$ cat src/rtl/bcs_pkg.sv
package bcs_pkg;

    typedef enum logic [1:0] {
        CHK_IDLE   = 2'd0,
        CHK_SETTLE = 2'd1
    } chk_state_e;

endpackage

$ cat src/rtl/bcs_interval_timer.sv
module bcs_interval_timer #(
    parameter longint unsigned TICKS = 64'd86_400_000_000
) (
    input  logic clk,
    input  logic rst_n,
    input  logic run,
    input  logic restart,
    output logic expire
);
    localparam int CW = (TICKS > 1) ? $clog2(TICKS) : 1;
    localparam logic [CW-1:0] LAST = CW'(TICKS - 1);

    typedef struct packed {
        logic [CW-1:0] cnt;
    } tmr_regs_t;

    tmr_regs_t r_d, r_q;

    always_comb begin
        r_d    = r_q;
        expire = run && (r_q.cnt == LAST);
        if (!run) begin
            r_d.cnt = '0;
        end else if (restart || expire) begin
            r_d.cnt = '0;
        end else begin
            r_d.cnt = r_q.cnt + 1'b1;
        end
    end

    always_ff @(posedge clk or negedge rst_n) begin
        if (!rst_n) begin
            r_q.cnt <= '0;
        end else begin
            r_q <= r_d;
        end
    end
endmodule

$ cat src/rtl/bcs_check_fsm.sv
module bcs_check_fsm
    import bcs_pkg::*;
#(
    parameter int SETTLE_CYCLES = 8
) (
    input  logic clk,
    input  logic rst_n,
    input  logic supply_ok,
    input  logic start_pwr,
    input  logic start_tmr,
    input  logic cmp_below,
    output logic cmp_req,
    output logic batt_low
);
    localparam int SW = $clog2(SETTLE_CYCLES + 1);
    localparam logic [SW-1:0] RELOAD = SW'(SETTLE_CYCLES - 1);

    typedef struct packed {
        chk_state_e    state;
        logic [SW-1:0] wait_cnt;
        logic          low;
    } fsm_regs_t;

    fsm_regs_t r_d, r_q;
    logic      go;

    always_comb begin
        r_d = r_q;
        go  = supply_ok && (start_pwr || ((r_q.state == CHK_IDLE) && start_tmr));
        if (!supply_ok) begin
            r_d.state    = CHK_IDLE;
            r_d.wait_cnt = '0;
        end else if (go) begin
            r_d.state    = CHK_SETTLE;
            r_d.wait_cnt = RELOAD;
        end else if (r_q.state == CHK_SETTLE) begin
            if (r_q.wait_cnt == '0) begin
                r_d.low   = cmp_below;
                r_d.state = CHK_IDLE;
            end else begin
                r_d.wait_cnt = r_q.wait_cnt - 1'b1;
            end
        end
    end

    assign cmp_req  = (r_q.state == CHK_SETTLE);
    assign batt_low = r_q.low;

    always_ff @(posedge clk or negedge rst_n) begin
        if (!rst_n) begin
            r_q.state    <= CHK_IDLE;
            r_q.wait_cnt <= '0;
            r_q.low      <= 1'b0;
        end else begin
            r_q <= r_d;
        end
    end
endmodule

$ cat src/rtl/batt_check_seq.sv
module batt_check_seq #(
    parameter longint unsigned INTERVAL_TICKS = 64'd86_400_000_000,
    parameter int              SETTLE_CYCLES  = 8
) (
    input  logic clk,
    input  logic rst_n,
    input  logic supply_ok,
    input  logic powerup_evt,
    input  logic cmp_below,
    output logic cmp_req,
    output logic low_drive_en
);
    logic pwr_start;
    logic tmr_expire;

    assign pwr_start = supply_ok && powerup_evt;

    bcs_interval_timer #(
        .TICKS(INTERVAL_TICKS)
    ) u_timer (
        .clk    (clk),
        .rst_n  (rst_n),
        .run    (supply_ok),
        .restart(pwr_start),
        .expire (tmr_expire)
    );

    bcs_check_fsm #(
        .SETTLE_CYCLES(SETTLE_CYCLES)
    ) u_fsm (
        .clk      (clk),
        .rst_n    (rst_n),
        .supply_ok(supply_ok),
        .start_pwr(pwr_start),
        .start_tmr(tmr_expire),
        .cmp_below(cmp_below),
        .cmp_req  (cmp_req),
        .batt_low (low_drive_en)
    );
endmodule

$ cat config.mk
export PLATFORM = sky130hd
export DESIGN_NAME = batt_check_seq
export DESIGN_NICKNAME = d
export VERILOG_FILES = /design/src/rtl/bcs_pkg.sv /design/src/rtl/bcs_interval_timer.sv /design/src/rtl/bcs_check_fsm.sv /design/src/rtl/batt_check_seq.sv
export SDC_FILE = /design/constraint.sdc
export NUM_CORES = 1
export LEC_CHECK = 0
export BUFFER_PORTS_ARGS = -buffer_cell sky130_fd_sc_hd__buf_2
export CORE_MARGIN = 2
export CORE_UTILIZATION = 50
export DETAILED_ROUTE_END_ITERATION = 8
export MAX_ROUTING_LAYER = met4
export PLACE_DENSITY_LB_ADDON = 0.3
export SLEW_MARGIN = 5
export SYNTH_ARGS = -nofsm -noshare
export SYNTH_HDL_FRONTEND = slang
export SYNTH_SLANG_ARGS = --single-unit
export TNS_END_PERCENT = 10
$ cat constraint.sdc
create_clock -name clk -period 3.5 [get_ports clk]
set_clock_uncertainty 0.15 [all_clocks]
set_input_delay 0.35 -clock clk [delete_from_list [all_inputs] [get_ports clk]]
set_output_delay 0.35 -clock clk [all_outputs]
set_load 0.02 [all_outputs]
# Word-level counts from Yosys, hierarchy flattened
# Index checks and enable logic that the tools add are counted.
[word_totals] ff_bits=44 input_bits=5 output_inout_bits=2 word_cells=31
[classes] add_sub_neg=2 n_eq_ne=5 mux=8 bitwise=1 n_reduce_logical=11
[ops] cell="37-bit two-way mux" count=2
[ops] cell="37-bit by 1-bit adder with 37-bit output, second input constant" count=1
[ops] cell="37-bit equality test, second input constant" count=1
[ops] cell="6-bit two-way mux" count=2
[ops] cell="7-bit two-way mux" count=1
[ops] cell="3-bit by 1-bit != test with 1-bit output, second input constant" count=2
[ops] cell="1-bit logical AND" count=4
[ops] cell="4-bit zero test" count=1
[ops] cell="4-bit two-way mux" count=1
[ops] cell="2-bit AND reduction" count=2
[ops] cell="4-bit AND reduction" count=1
[ops] cell="4-bit by 1-bit subtractor with 4-bit output, second input constant" count=1
[ops] cell="3-bit by 2-bit != test with 1-bit output, second input constant" count=1
[ops] cell="2-bit by 1-bit equality test with 1-bit output, second input constant" count=1
[ops] cell="2-bit zero test" count=1
[ops] cell="1-bit logical OR" count=2
[ops] cell="2-bit two-way mux" count=1
[ops] cell="1-bit two-way mux" count=1
[ops] cell="1-bit NOT" count=1

# Depth between registers and ports, before layout
# Gate-level depths: netlist (run 1).
[logic_depth] word_depth=7 depth_mapped=8 ltp_nobuf=6

# Modules after synthesis
# A second synthesis (run 1) with hierarchy kept.
[unflattened] hier_cells=237 area_unflattened_um2=2298.5
[by_module_without_submodules] mod="bcs_interval_timer" instances=1 cells_per_inst=202 area_per_inst_um2=1949.4
[by_module_without_submodules] mod="bcs_check_fsm" instances=1 cells_per_inst=34 area_per_inst_um2=342.8
[by_module_without_submodules] mod="batt_check_seq" instances=1 cells_per_inst=1 area_per_inst_um2=6.3

# Worst setup path after synthesis (run 1)
# OpenSTA, ideal clock, no wires.
[synth_timing] path_kind="flip-flop to flip-flop" start="register u_timer.r_q[25] (netlist bit)" end="register u_timer.r_q[28] (netlist bit)" setup_time_ps=123 arrival_time_ps=1711 t_required_ps=3227 slack_ps=1516 path_stages_with_launch=8 n_path_buf=2 synth_period_minus_slack_ps=1984 path_cell_list="dfrtp_1 -> nor4b_1 -> nand4_1 -> nand4bb_1 -> clkbuf_1 -> o21ai_2 -> buf_2 -> nor2_1"
[synth_lines] element="from (decl)" line_no="bcs_interval_timer.sv:17" source="tmr_regs_t r_d, r_q;"
[synth_lines] element="from (signal assigned)" line_no="bcs_interval_timer.sv:35" source="r_q <= r_d;"

==> impl_results.rst, run 1 <==
.. list-table::
   :header-rows: 1

   * - Metric
     - Value
   * - Depth of the worst register-to-register path
     - 6
   * - Fmax
     - 409.7 MHz
   * - IO Pins
     - 7
   * - Width of the die
     - 72.13 µm
   * - Post-Synthesis Cells
     - 243
   * - Setup violations, final
     - 0
   * - Final #Nets
     - 254
   * - Avg Synthesized Cell Area
     - 9.551 µm²
   * - Type of origin of the critical path
     - register
   * - Areal power density over the cells
     - 356.6 nW/µm²
   * - Final design instance area without fill
     - 2471 µm²
   * - Later-pin clock latency in the skew report
     - 0.30 ns
   * - Number of input and output port buffers inserted
     - 6
   * - Clock transition at the registers of the reported paths
     - 0.08 ns
   * - Global placement routability congestion
     - 0.8241
   * - CTS-repair resized insts
     - 0
   * - Worst slack at placement
     - 1.063 ns
   * - Synth cell types
     - 33
   * - Min cycle time layout
     - 2.441 ns
   * - TritonCTS clock tree
     - done
   * - Final period utilization
     - 0.6973
   * - Worst setup startpoint
     - u_timer.r_q[25]
   * - Cell types occupying the most area after synthesis
     - sky130_fd_sc_hd__dfrtp_1 (46%), sky130_fd_sc_hd__xnor2_1 (8.3%), sky130_fd_sc_hd__nor2_1 (5.7%)
   * - Netlist area before placement
     - 2321 µm²
   * - Maximum vdd ir drop
     - 170.2 µV
   * - Worst slew slack as a fraction of its limit
     - 0.3641
   * - Number of warning messages in the yosys log
     - 0
   * - Final Hold Slack
     - 0.04304 ns
   * - Type of the setup path with the least slack
     - reg -> reg
   * - Ratio of cells with drive above 1 in the final layout
     - 0.1215
   * - Part of the Yosys area used for sequential elements
     - 0.4636
   * - Quantity of hold-fixing buffers added after cts
     - 0
   * - Startpoint of the most critical register-to-register path
     - u_timer.r_q[25]
   * - Data required time at the worst endpoint
     - 3.54 ns
   * - Number of buffers between clock root and the deepest sink
     - 2
   * - Detailed router's first-iteration violation count
     - 103
   * - Antenna violation net count after detailed routing
     - 0
   * - Non-filler instance count after layout
     - 299
   * - Maximum fanout along the worst path
     - 20
   * - Total track usage
     - 0.2104
   * - Vias
     - 1,720
   * - Worst min-delay path category
     - in -> async
   * - Wirelength, routed
     - 4546 µm
   * - Total inserted antenna cells
     - 0
   * - Area Growth Syn to Fin
     - 6.469%
   * - Placeable Area
     - 4414 µm²
   * - Setup TNS
     - 0 ns
   * - Register-to-register setup slack
     - 1.06 ns
   * - Total half-perimeter wirelength after legalization and detailed placement
     - 3069 µm
   * - Cell Count Post-Placement
     - 291
   * - Number of buffers inserted during clock tree synthesis
     - 5
   * - Maximum number of pins on one net before global-route repair
     - 44
   * - Critical Path Sink
     - u_timer.r_q[26]
   * - Clock root buffer
     - sky130_fd_sc_hd__clkbuf_8
   * - Endpoint class of the critical path
     - register
   * - Overflow left after global routing
     - 0
   * - Worst slew pin tran
     - 0.9539 ns
   * - Detailed Routing Iterations Pass 1
     - 4
   * - Reported max-cap violation count
     - 0
   * - Max Transition Viols Final
     - 0
   * - Htree depth
     - 2
   * - Starting Density
     - 0.5258
   * - Destination of the worst register-to-register timing path
     - u_timer.r_q[26]
   * - Cell row count
     - 24
   * - Leakage
     - 0.9417 nW
   * - Post-detailed-route DRC marker count
     - 0
   * - Unrepaired setup endpoints after global routing
     - false
   * - Outcome
     - complete, no violations
   * - Global-route wire length before repair
     - 8314 µm
   * - Total setup buffers inserted after CTS
     - 0
   * - Mean number of vias per cell
     - 5.753
   * - Net Count, Synth
     - 251
   * - Post-detailed-placement cell area
     - 2386 µm²
   * - Leading area contributor after synthesis
     - sky130_fd_sc_hd__dfrtp_1
   * - Sink count of the clock tree
     - 43
   * - Height of the die
     - 72.13 µm
   * - Arr. time, crit path
     - 2.48 ns
   * - Number of synthesized register bits
     - 43
   * - Worst Setup Slack, final
     - 1.059 ns
   * - Routed len/inst
     - 15.20 µm
   * - Die outline area
     - 5203 µm²
   * - Share of the synthesized area in the top cell type
     - 0.4636
   * - Via count of the first global-routing pass
     - 1,736
   * - Total count of hold-check failures in the final report
     - 0
   * - Initial antenna violation count
     - 0
[worst min-delay path by stage]
stage                      to  depth (start not counted)
2_1_floorplan  u_fsm.batt_low                          0
3_3_place_gp   u_timer.r_q[0]                          1
3_5_place_dp   u_timer.r_q[0]                          1
4_1_cts          u_fsm.r_q[4]                          1
5_1_grt          u_fsm.r_q[4]                          1
6_report         u_fsm.r_q[4]                          1
[critical path, stage by stage (launching register included)]
cell and delay [ns]:
sky130_fd_sc_hd__dfrtp_1 0.45, sky130_fd_sc_hd__nor4b_1 0.32, sky130_fd_sc_hd__nand4_1 0.14, sky130_fd_sc_hd__nand4bb_1 0.42, sky130_fd_sc_hd__o21ai_2 0.56, sky130_fd_sc_hd__buf_12 0.22, sky130_fd_sc_hd__nor2_1 0.06
[layer usage]
metal,track usage,share of wire
met1,0.2897,0.50
met2,0.3119,0.45
met3,0.04722,0.031
met4,0.06499,0.013
met5,-,0
[synthesized netlist by cell type]
| cell type | count |
|---|---|
| sky130_fd_sc_hd__nand4_1 | 8 |
| sky130_fd_sc_hd__dfrtp_1 | 43 |
| sky130_fd_sc_hd__inv_1 | 6 |
| sky130_fd_sc_hd__nand2_1 | 16 |
| sky130_fd_sc_hd__o21ai_0 | 3 |
| sky130_fd_sc_hd__nor2_1 | 35 |
| sky130_fd_sc_hd__o21ai_2 | 1 |
| sky130_fd_sc_hd__and3_1 | 4 |
| sky130_fd_sc_hd__o31a_1 | 4 |
| sky130_fd_sc_hd__nand3_1 | 20 |
| sky130_fd_sc_hd__nor2b_1 | 2 |
| sky130_fd_sc_hd__nor2_2 | 3 |
| sky130_fd_sc_hd__mux2_2 | 1 |
| sky130_fd_sc_hd__ha_1 | 3 |
| sky130_fd_sc_hd__nand2b_1 | 3 |
| sky130_fd_sc_hd__or4_1 | 1 |
| sky130_fd_sc_hd__buf_2 | 4 |
| sky130_fd_sc_hd__xor2_1 | 9 |
| sky130_fd_sc_hd__nor4_1 | 1 |
| sky130_fd_sc_hd__or4_4 | 1 |
| sky130_fd_sc_hd__nand4bb_1 | 1 |
| sky130_fd_sc_hd__a31oi_1 | 2 |
| sky130_fd_sc_hd__or3_1 | 3 |
| sky130_fd_sc_hd__nand4_2 | 2 |
| sky130_fd_sc_hd__mux2i_1 | 1 |
| sky130_fd_sc_hd__nor4b_1 | 3 |
| sky130_fd_sc_hd__xnor2_1 | 22 |
| sky130_fd_sc_hd__buf_6 | 1 |
| sky130_fd_sc_hd__nor3_1 | 13 |
| sky130_fd_sc_hd__nor4_2 | 7 |
| sky130_fd_sc_hd__and4_1 | 6 |
| sky130_fd_sc_hd__clkbuf_1 | 7 |
| sky130_fd_sc_hd__a21oi_1 | 7 |
[kinds of logic after synthesis]
| group | share of synthesized area |
|---|---|
| xor gates and xnor gates | 0.1170 |
| and+or+nand+nor | 0.3138 |
| DFF | 0.4636 |
| muxes | 0.009164 |
| buffers and inverters | 0.03450 |
| AOI/OAI and AO/OA | 0.04582 |
| adders and majority gates | 0.01617 |
[report_power, final]
| group | leakage, nW | total [mW] | internal [mW] | switching, mW |
|---|---|---|---|---|
| clock | 0.0412 | 0.310 | 0.140 | 0.171 |
| sequential | 0.592 | 0.511 | 0.505 | 0.00615 |
| combinational | 0.308 | 0.0599 | 0.0211 | 0.0388 |
| total | 0.942 | 0.881 | 0.666 | 0.215 |
[flip-flops by register name, summed over array words and instances, names as in the netlist]
name / flops
u_timer.r_q: 37
u_fsm.r_q: 5
u_fsm.batt_low: 1
[layout by cell type (no fill, tap or decap), types with 2 or more instances in the layout]
cell / instances
sky130_fd_sc_hd__ha_1: 3
sky130_fd_sc_hd__nor2_1: 35
sky130_fd_sc_hd__a31oi_1: 2
sky130_fd_sc_hd__nor2b_1: 2
sky130_fd_sc_hd__and4_1: 6
sky130_fd_sc_hd__nand2_1: 16
sky130_fd_sc_hd__buf_2: 6
sky130_fd_sc_hd__o21ai_0: 3
sky130_fd_sc_hd__xor2_1: 9
sky130_fd_sc_hd__a21oi_1: 7
sky130_fd_sc_hd__nand2b_1: 3
sky130_fd_sc_hd__nand4_1: 8
sky130_fd_sc_hd__nor2_2: 3
sky130_fd_sc_hd__nor4b_1: 3
sky130_fd_sc_hd__nand4_2: 2
sky130_fd_sc_hd__nor4_2: 7
sky130_fd_sc_hd__nand3_1: 20
sky130_fd_sc_hd__inv_1: 6
sky130_fd_sc_hd__clkbuf_8: 5
sky130_fd_sc_hd__or3_1: 3
sky130_fd_sc_hd__and3_1: 4
sky130_fd_sc_hd__o31a_1: 4
sky130_fd_sc_hd__nor3_1: 13
sky130_fd_sc_hd__dfrtp_1: 43
sky130_fd_sc_hd__xnor2_1: 22
[metrics by stage]
stage          power [mW]    util
3_3_place_gp       0.5808  0.5405
3_5_place_dp       0.5825  0.5405
2_1_floorplan      0.5558       -
4_1_cts            0.8964  0.5598
6_report           0.8813  0.5598
5_1_grt            0.9250  0.5598
[cell type report]
class	instances	area (µm²)
fillers	405	1943
flip-flops and latches	43	1076
multi-input cells	182	1165
inverters	6	22.52
repair buffers	8	57.56
well taps	52	65.06
clock inverters	2	12.51
clock buffers	6	72.57
(Power assumes the default switching activity.)
==> run 2: changes to the inputs <==
Settings changed: ABC_AREA set to 1.
Clock period 3.5 ns to 2.2 ns, I/O delays scaled along.
==> impl_results.rst, run 2 <==
.. list-table::
   :header-rows: 1

   * - Metric
     - Value
   * - Outcome
     - complete, no violations
   * - Global Route met3 Usage
     - 0.05026
   * - Routed len/inst
     - 12.59 µm
   * - Async set-reset flop share out of synthesis
     - 1.000
   * - Count of flip-flops with a built-in enable after synthesis
     - 0
   * - Largest delay share family, worst path
     - simple AND/OR/NAND/NOR gates
   * - Proportion of power drawn by flip-flops and latches
     - 0.559
   * - Sink count of the clock tree
     - 43
   * - Depth of the worst register-to-register path
     - 9
   * - Global-route wire length before repair
     - 8963 µm
   * - Overflow left after global routing
     - 0
   * - Vias
     - 2,129
   * - Placeable Area
     - 5042 µm²
   * - Netlist area before placement
     - 2565 µm²
   * - Portion of total power attributed to combinational logic
     - 0.102
   * - Worst slew pin tran
     - 0.4197 ns
   * - Global routing met1 resource utilization
     - 0.2870
   * - Met2 Usage GRT
     - 0.3324
   * - Final #Nets
     - 360
   * - Total setup buffers inserted after CTS
     - 0
   * - Height of the die
     - 75.63 µm
   * - Slowest library cell on the worst path
     - sky130_fd_sc_hd__dfrtp_1
   * - Sequential cell area in the final layout
     - 1076 µm²
   * - Setup violations, final
     - 0
   * - Switching power
     - 0.3976 mW
   * - Clock root buffer
     - sky130_fd_sc_hd__clkbuf_8
   * - Min cycle time layout
     - 1.980 ns
   * - Most used flip-flop cell after synthesis
     - sky130_fd_sc_hd__dfrtp_1
   * - Data required time at the worst endpoint
     - 2.24 ns
   * - Later-pin clock latency in the skew report
     - 0.30 ns
   * - Max reg flops
     - 37
   * - Maximum number of pins on one net before global-route repair
     - 34
   * - Leading area contributor after synthesis
     - sky130_fd_sc_hd__dfrtp_1
   * - Destination of the worst register-to-register timing path
     - u_timer.r_q[25]
   * - Switching part of the total
     - 0.2677
   * - Number of synthesized register bits
     - 43
   * - Htree depth
     - 2
   * - Via count of the first global-routing pass
     - 2,007
   * - Avg Synthesized Cell Area
     - 7.611 µm²
   * - Share of the synthesized area in the top cell type
     - 0.4195
   * - Total count of hold-check failures in the final report
     - 0
   * - Unrepaired setup endpoints after global routing
     - false
   * - Leakage
     - 1.185 nW
   * - Area taken by multi-input logic gates
     - 1320 µm²
   * - Ratio of cells with drive above 1 in the final layout
     - 0.1133
   * - Number of buffers between clock root and the deepest sink
     - 2
   * - Part of the Yosys area used for sequential elements
     - 0.4195
   * - Global placement routability congestion
     - 0.8471
   * - Mean number of vias per cell
     - 5.033
   * - Crit-path max cell delay
     - 0.39 ns
   * - Count of cell instances traversed by the critical path
     - 9
   * - Number of buffers inserted during clock tree synthesis
     - 5
   * - Clock power frac
     - 0.339
   * - Areal power density over the cells
     - 534.3 nW/µm²
   * - Wirelength, routed
     - 5325 µm
   * - Detailed Routing Iterations Pass 1
     - 4
   * - Most used cell along the critical path
     - sky130_fd_sc_hd__nand2_2
   * - Type of the setup path with the least slack
     - reg -> reg
   * - Arr. time, crit path
     - 2.02 ns
   * - Series of cell instances along the critical path
     - ha_1, nand2_2, nor2_4, nand2_2, nor2_2, nand3_2, nand3_4, buf_4, nor2_1
   * - Startpoint of the most critical register-to-register path
     - u_timer.r_q[0]
   * - Worst slew slack as a fraction of its limit
     - 0.7202
   * - Clock transition at the registers of the reported paths
     - 0.08 ns
   * - Number of input and output port buffers inserted
     - 6
   * - Die outline area
     - 5719 µm²
   * - Layout filler cell count
     - 472
   * - Number of warning messages in the yosys log
     - 0
   * - Width of the die
     - 75.63 µm
   * - Antenna violation net count after detailed routing
     - 0
   * - Type of origin of the critical path
     - register
   * - Register-to-register setup slack
     - 0.22 ns
   * - Top reg by flops
     - u_timer.r_q
   * - Int Power
     - 1.088 mW
   * - IO Pins
     - 7
   * - TritonCTS clock tree
     - done
   * - Maximum fanout along the worst path
     - 20
   * - Area Growth Syn to Fin
     - 8.390%
   * - Synth cell types
     - 25
   * - Total half-perimeter wirelength after legalization and detailed placement
     - 4074 µm
   * - Max Transition Viols Final
     - 0
   * - Worst min-delay path category
     - in -> async
   * - Initial antenna violation count
     - 0
   * - Total inserted antenna cells
     - 0
   * - Top library cells by usage in the layout, fill and taps aside
     - sky130_fd_sc_hd__nand2_1 (78), sky130_fd_sc_hd__nor2_1 (78), sky130_fd_sc_hd__dfrtp_1 (43)
   * - Post-Synthesis Cells
     - 337
   * - Fmax
     - 505.1 MHz
   * - Cell row count
     - 26
   * - Detailed router's first-iteration violation count
     - 120
   * - Starting Density
     - 0.5087
   * - Setup TNS
     - 0 ns
   * - Post-detailed-route DRC marker count
     - 0
   * - Cell types occupying the most area after synthesis
     - sky130_fd_sc_hd__dfrtp_1 (42%), sky130_fd_sc_hd__nand2_1 (11%), sky130_fd_sc_hd__nor2_1 (11%)
   * - Buffer and inverter count on the worst path
     - 1
   * - Most common library cells after synthesis
     - sky130_fd_sc_hd__nand2_1 (78), sky130_fd_sc_hd__nor2_1 (78), sky130_fd_sc_hd__dfrtp_1 (43)
   * - Net Count, Synth
     - 345
   * - GR peak layer
     - met2
   * - Final period utilization
     - 0.8999
   * - Endpoint class of the critical path
     - register
   * - Reported max-cap violation count
     - 0
   * - Maximum vdd ir drop
     - 387.3 µV
   * - Total track usage
     - 0.2169
   * - Post-layout power
     - 1.485 mW
## run 2: cell types whose count changed after synthesis, sizes merged, moves of 5 or more
cell / delta
clkbuf: -6
inv: +29
xor2: +10
a21oi: -5
nor2: +50
nor3: -5
nor4: -8
and4: -6
xnor2: -14
nand2: +69
## run 2: worst max-delay path by stage
stage                         from         endpoint  slack (ns)
global route        u_timer.r_q[0]  u_timer.r_q[25]        0.06
CTS                 u_timer.r_q[0]  u_timer.r_q[25]        0.20
detailed placement  u_timer.r_q[0]  u_timer.r_q[25]        0.21
global placement    u_timer.r_q[0]  u_timer.r_q[24]        0.30
floorplan           u_timer.r_q[0]  u_timer.r_q[23]        0.52
finish              u_timer.r_q[0]  u_timer.r_q[25]        0.22
## run 2: what timing repair did
action,4_1_cts,5_1_grt
hold buffers,2,0
endpoints found under the setup margin,0,0
gates resized for setup,0,0
hold endpoints to repair,11,0
## run 2: cells by family (layout without fill, tap and decap cells)
group	count (synthesis)	after routing	synth area share
and+or+nand+nor	220	220	0.3951
DFF	43	43	0.4195
buffers and inverters	39	55	0.06585
xor gates and xnor gates	27	27	0.09220
AOI/OAI and AO/OA	4	4	0.008293
adders and majority gates	3	3	0.01464
muxes	1	1	0.004390
## run 2: through the flow
step	cell area, µm²	hold WS (ns)	util	worst slack (ns)	cells
global route	2780	0.1434	0.5514	0.05800	423
finish	2780	0.1472	0.5514	0.2202	423
global placement	2675	-0.05797	0.5305	0.2974	413
floorplan	2565	-0.2256	-	0.5198	337
detailed placement	2675	-0.05726	0.5305	0.2121	413
CTS	2780	0.1505	0.5514	0.1958	423
## run 2: final cells by class
class	instances	share of cell area
Tap cell	70	0.03150
Clock buffer	6	0.02610
Multi-Input combinational cell	255	0.4748
Sequential cell	43	0.3870
Clock inverter	2	0.004500
Timing Repair Buffer	12	0.02880
Inverter	35	0.04725
## run 2: power groups by stage
stage                     combinational [mW]  clock, mW  sequential (mW)
after floorplan                       0.0913          0            0.854
after global placement                 0.147          0            0.844
after detailed placement               0.152          0            0.846
after CTS                              0.155      0.512            0.830
after global routing                   0.174      0.543            0.833
final                                  0.151      0.503            0.831
## run 2: metal layers
layer	wire length, µm	share of wire
met1	2565	0.48
met2	2462	0.46
met3	245	0.046
met4	52	0.0098
met5	0	0
